==> src/rtl/ddr3_cmd_gate.sv <==
module ddr3_cmd_gate #(
  parameter int CLK_MHZ  = 400,
  parameter int TREFI_NS = 7800,
  parameter int ROW_W    = 16,
  parameter int BANK_W   = 3,
  parameter int TCCD     = 4,
  parameter int TRTP     = 4,
  parameter int TWTR     = 4,
  parameter int TWR      = 6,
  parameter int CWL      = 5,
  parameter int BL       = 8,
  parameter int TMRD     = 4,
  parameter int TMOD     = 12,
  parameter int TRCD_PS  = 12500,
  parameter int TRAS_PS  = 37500,
  parameter int TRC_PS   = 50000,
  parameter int TRP_PS   = 12500,
  parameter int TRFC_PS  = 350000
) (
  input  logic              clk,
  input  logic              rst_n,
  input  logic              cmd_valid,
  input  logic [2:0]        cmd_type,
  input  logic [BANK_W-1:0] cmd_bank,
  input  logic [ROW_W-1:0]  cmd_row,
  output logic              cmd_ready,
  output logic              cmd_err,
  output logic              phy_vld,
  output logic [2:0]        phy_type,
  output logic [BANK_W-1:0] phy_bank,
  output logic [ROW_W-1:0]  phy_row,
  output logic              ref_req
);

  function automatic int ps2ck(input int ps);
    return (ps * CLK_MHZ + 999999) / 1000000;
  endfunction

  localparam int NB      = 1 << BANK_W;
  localparam int TRCD_C  = ps2ck(TRCD_PS);
  localparam int TRAS_C  = ps2ck(TRAS_PS);
  localparam int TRC_C   = ps2ck(TRC_PS);
  localparam int TRP_C   = ps2ck(TRP_PS);
  localparam int TRFC_C  = ps2ck(TRFC_PS);
  localparam int TREFI_C = ((TREFI_NS * CLK_MHZ + 999) / 1000 < 1) ? 1 : (TREFI_NS * CLK_MHZ + 999) / 1000;
  localparam int WEND    = CWL + BL / 2;
  localparam int W2R     = WEND + TWTR;
  localparam int W2P     = WEND + TWR;
  localparam int CMAX    = TRFC_C + TRC_C + W2P + TMOD;
  localparam int CW      = $clog2(CMAX + 1);
  localparam int TW      = $clog2(TREFI_C + 1);

  function automatic logic [CW-1:0] step(input logic [CW-1:0] c, input logic ld, input int n);
    int d;
    d = (c == '0) ? 0 : int'(c) - 1;
    if (ld && (n - 1) > d) d = n - 1;
    return CW'(d);
  endfunction

  logic is_act, is_rd, is_wr, is_pre, is_ref, is_mrs;
  assign is_act = cmd_type == 3'd0;
  assign is_rd  = cmd_type == 3'd1;
  assign is_wr  = cmd_type == 3'd2;
  assign is_pre = cmd_type == 3'd3;
  assign is_ref = cmd_type == 3'd4;
  assign is_mrs = cmd_type == 3'd5;

  logic [NB-1:0] open_v, act_z, rw_z, pre_z;
  logic [CW-1:0] col_c, wtr_c, rfc_c, mrd_c, mod_c;
  logic          bad, ok, go, idle;

  assign idle = (open_v == '0) && (&act_z);
  assign bad  = ((is_rd | is_wr) & ~open_v[cmd_bank]) | (cmd_type > 3'd5);

  always_comb begin
    case (cmd_type)
      3'd0:    ok = ~open_v[cmd_bank] & act_z[cmd_bank] & (rfc_c == '0) & (mod_c == '0);
      3'd1:    ok = rw_z[cmd_bank] & (col_c == '0) & (wtr_c == '0) & (mod_c == '0);
      3'd2:    ok = rw_z[cmd_bank] & (col_c == '0) & (mod_c == '0);
      3'd3:    ok = pre_z[cmd_bank] & (mod_c == '0);
      3'd4:    ok = idle & (rfc_c == '0) & (mod_c == '0);
      3'd5:    ok = idle & (rfc_c == '0) & (mrd_c == '0);
      default: ok = 1'b0;
    endcase
  end

  assign cmd_ready = bad | ok;
  assign cmd_err   = cmd_valid & bad;
  assign go        = cmd_valid & ok & ~bad;

  assign phy_vld  = go;
  assign phy_type = cmd_type;
  assign phy_bank = cmd_bank;
  assign phy_row  = cmd_row;

  always_ff @(posedge clk) begin
    if (!rst_n) begin
      col_c <= '0;
      wtr_c <= '0;
      rfc_c <= '0;
      mrd_c <= '0;
      mod_c <= '0;
    end else begin
      col_c <= step(col_c, go & (is_rd | is_wr), TCCD);
      wtr_c <= step(wtr_c, go & is_wr, W2R);
      rfc_c <= step(rfc_c, go & is_ref, TRFC_C);
      mrd_c <= step(mrd_c, go & is_mrs, TMRD);
      mod_c <= step(mod_c, go & is_mrs, TMOD);
    end
  end

  for (genvar b = 0; b < NB; b++) begin : g_bank
    logic [CW-1:0] a_c, r_c, p_c;
    logic          op, hit;
    assign hit = go && (cmd_bank == BANK_W'(b));
    always_ff @(posedge clk) begin
      if (!rst_n) begin
        a_c <= '0;
        r_c <= '0;
        p_c <= '0;
        op  <= 1'b0;
      end else begin
        a_c <= step(a_c, hit & (is_act | is_pre), is_act ? TRC_C : TRP_C);
        r_c <= step(r_c, hit & is_act, TRCD_C);
        p_c <= step(p_c, hit & (is_act | is_rd | is_wr),
                    is_act ? TRAS_C : (is_rd ? TRTP : W2P));
        if (hit & is_act)      op <= 1'b1;
        else if (hit & is_pre) op <= 1'b0;
      end
    end
    assign open_v[b] = op;
    assign act_z[b]  = a_c == '0;
    assign rw_z[b]   = r_c == '0;
    assign pre_z[b]  = p_c == '0;
  end

  logic [TW-1:0] tmr;
  always_ff @(posedge clk) begin
    if (!rst_n) begin
      tmr     <= TW'(TREFI_C - 1);
      ref_req <= 1'b0;
    end else begin
      tmr <= (tmr == '0) ? TW'(TREFI_C - 1) : tmr - 1'b1;
      if (tmr == '0)        ref_req <= 1'b1;
      else if (go & is_ref) ref_req <= 1'b0;
    end
  end

endmodule

==> config.mk <==
export PLATFORM = sky130hd
export DESIGN_NAME = ddr3_cmd_gate
export DESIGN_NICKNAME = d
export VERILOG_FILES = /design/src/rtl/ddr3_cmd_gate.sv
export SDC_FILE = /design/constraint.sdc
export NUM_CORES = 1
export LEC_CHECK = 0
export CORE_ASPECT_RATIO = 0.7
export CORE_MARGIN = 2
export CORE_UTILIZATION = 58
export CTS_CLUSTER_DIAMETER = 80
export DETAILED_ROUTE_END_ITERATION = 10
export GPL_ROUTABILITY_DRIVEN = 1
export PLACE_DENSITY = 0.76
export SLEW_MARGIN = 25
export SYNTH_ARGS = -nofsm -noshare
export SYNTH_HDL_FRONTEND = slang
export SYNTH_SLANG_ARGS = --single-unit
==> constraint.sdc <==
create_clock -name clk -period 5.4 [get_ports clk]
set_input_delay 0.54 -clock clk [delete_from_list [all_inputs] [get_ports clk]]
set_output_delay 0.54 -clock clk [all_outputs]
set_load 0.01 [all_outputs]
==> results.ini <==
[yosys]
yosys.area.top_type = dfxtp_1
synth-edff-count = 0
synthArstFlopShare = 0
yosysTopAreaCellShare = 0.3355
synth_cell_types = 78
syn_area_um2 = 15090
synth_area_leaders = dfxtp_1 34%, ha_1 8.8%, nor2_1 5.7%
ys_ff_latch = 253
syn_nets = 1989
ys.flop_type = dfxtp_1
seq_area_frac_synth = 0.3355
syn_inst = 1858
ys_warn_count = 0
syn-mean-instance-area_um2 = 8.124

[timing]
fmaxAchievable_mhz = 209.9
fin_ws_ns = 0.6360
post-route-min-period_ns = 4.764
fin_crit_sh = 0.8822
tns_ns = 0
hold_viol = 0
relSlewSlack = 0.3434
slew_viol_final = 0
finClkSkew_ns = 0.02316
setup_viol_count_final = 0
tightest_slew_ns = 0.9834
rsz0062_at_grt = no

[power]
p_total_mw = 11.29
peakVddDrop_mv = 0.3710
p_leak_nw = 6.591
powerDensity_nw_per_um2 = 691.3

[setup_path]
slowest_stage = clkdlybuf4s50_1
cp_top_family = simple AND/OR/NAND/NOR gates
ff2ff_path_depth = 10
crit_cells = 9
worst-endpoint-required_ns = 4.86
timing.rr.start = g_bank[1].a_c[0]
rrSetupSlack_ns = 1.45
crit_buf_inv = 2
worstPathMaxFanout = 17
crit_type = in2out
r2r_end = g_bank[0].a_c[1]
path_cells = clkdlybuf4s50_1 -> or3b_1 -> nor2_2 -> a21oi_2 -> or4_4 -> o211ai_1 -> o211ai_1 -> nor2_1 -> clkdlybuf4s50_1
critPathLaunch = cmd_bank[1]
worstSetupEndpoint = phy_vld
cpPeakStageDelay_ns = 0.92
worstSetupEndpointType = output pin
cp.arrival_ns = 4.22
cp-start-kind = input port

[layout]
stdcell_count = 2196
num-nets-final = 1977
multi_input_area_um2 = 9340
syn_to_final_growth_pct = 8.157
antenna_cells = 0
fill_cells = 2197
drive_gt1_frac = 0.05201
seq_area_um2 = 5065
utilization = 0.6370

[global_route]
overflow = 0
grt_max_degree = 49
grt_first_pass_wirelength_um = 59820
antenna_found_initial = 0
grt_pass1_vias = 12228
grt.total_usage = 0.2618

[die]
rows = 49
io_pins = 51
die_y_um = 139.0
core-area_um2 = 25630
die_w_um = 196.8
start_util = 0.5890
dieArea_um2 = 27350

[clocking]
cts_tree = done
cts_made_buffers = 26
post_cts_buffers = 0
numClockSinks = 253
hold_buffers = 0
worstSkewPairLatency_ns = 0.56
cts_max_path_buffers = 3
clkTransAtPathRegs_ns = 0.06
cts-resized-gates = 0
cts_max_level = 1
root_buffer = clkbuf_16

[worst_hold_path]
hp-class = reg2reg

[detailed_routing]
drt-total-wl_um = 36110
routedWlPerCell_um = 16.44
route.met2.wl_um = 15470
ant_nets = 0
drt_first_iter_violations = 1089
firstDrtPassIters = 5
vias = 13465
wl_met1_um = 16890
top_layer = met4
drc = 0
wl_met3_um = 2990
routed_via_density = 6.132

[place]
post-place-ws_ns = 0.7069
dp.cells = 2149
gp_congestion = 0.9349
port-buffer-count = 18
dp_hpwl_um = 25990

[status]
status = complete, no violations

[run]
drv_cap = 0

==> kinds of logic (layout without fill, tap and decap cells) <==
kind of cell,after synthesis,after routing,share of synthesized area
adder cells (fa/ha/maj),107,107,0.08853
buffers and inverters,160,167,0.04609
flip-flops,253,253,0.3355
AND/OR/NAND/NOR,805,805,0.2685
AO/OA/AOI/OAI,362,362,0.1587
XOR/XNOR,141,141,0.08181
multiplexers,30,30,0.02081
==> worst reg2reg max path, delay by kind of cell, from the launching register on <==
kind | cells | cell delay [ns]
simple gates | 5 | 1.69
flops | 1 | 0.32
buf+inv | 1 | 0.09
compound gates | 3 | 1.48
fa+ha+maj | 1 | 0.25
==> power by group <==
part	internal (mW)	total (mW)	leakage, nW	switching, mW
logic	2.63	6.16	4.07	3.53
registers	2.51	3.21	2.09	0.694
clock network	1.14	1.92	0.438	0.782
total	6.28	11.3	6.59	5.00
==> sequential cells by signal (all words and copies together), names as in the netlist <==
register	cells
tmr	12
ref_req	1
g_bank.r_c	64
wtr_c	8
mrd_c	8
g_bank.a_c	64
rfc_c	8
g_bank.p_c	64
col_c	8
g_bank.op	8
mod_c	8
==> through the flow <==
stage | instance area [µm²] | hold WS, ns
after floorplan | 15090 | 0.3671
after global placement | 15420 | 0.3765
after detailed placement | 15420 | 0.3797
after CTS | 16330 | 0.3942
after global routing | 16330 | 0.4298
final | 16330 | 0.3899
==> area by class of cell <==
| class | instances | share of cell area |
|---|---|---|
| sequential | 253 | 0.3102 |
| timing repair buffer | 29 | 0.01579 |
| multi-input combinational | 1445 | 0.5721 |
| inverter | 91 | 0.02092 |
| clock buffer | 34 | 0.04422 |
| tap | 331 | 0.02537 |
| clock inverter | 13 | 0.01134 |
==> metal layers <==
layer	global-route usage	vias to the layer above
li1	-	6613
met1	0.3737	6266
met2	0.4062	515
met3	0.04864	71
met4	0.06886	0
met5	0	-
==> placed cells by master (no fill, tap or decap), types with 16 or more instances in the layout <==
master and n:
clkbuf_16 27, nor2b_1 21, mux2i_1 28, nand4_1 18, ha_1 106, nor3b_1 17, or3_1 25, a21oi_1 63
nor3_1 109, and3_1 16, nand2_1 167, inv_1 90, nor4_1 51, o21ai_0 99, o211ai_1 22, o31ai_1 31
nor2_1 230, clkdlybuf4s50_1 17, nand3_1 41, xor2_1 67, a31oi_1 19, xnor2_1 74, dfxtp_1 253, nand2b_1 26
==> Yosys cell counts (all sizes together) (6+ instances only) <==
library cell and count:
dfxtp 253, nor2 231, nand2 167, nor3 110, o21ai 110, ha 106, inv 91, xnor2 74
xor2 67, a21oi 64, nor4 51, nand3 41, clkbuf 39, o31ai 31, buf 30, mux2i 28
nand2b 26, o211ai 25, or3 25, nor2b 21, a31oi 19, or4 19, nand4 18, nor3b 17
and3 16, or2 15, a21o 13, a211oi 10, nor4b 10, o21a 10, and2 9, a22oi 8
o211a 8, or4b 8, o2111ai 7, o21bai 7, a2111oi 6, nand4b 6
==> worst min-delay path by stage <==
stage / from / to / slack, ns / cells past startpoint
6_report: tmr[0] / tmr[0] / 0.39 / 1
5_1_grt: tmr[0] / tmr[0] / 0.43 / 1
4_1_cts: tmr[0] / tmr[0] / 0.39 / 1
3_5_place_dp: tmr[0] / tmr[0] / 0.38 / 1
3_3_place_gp: tmr[0] / tmr[0] / 0.38 / 1
2_1_floorplan: tmr[0] / tmr[0] / 0.37 / 1
Note: power is estimated with default switching activity, not from simulation.
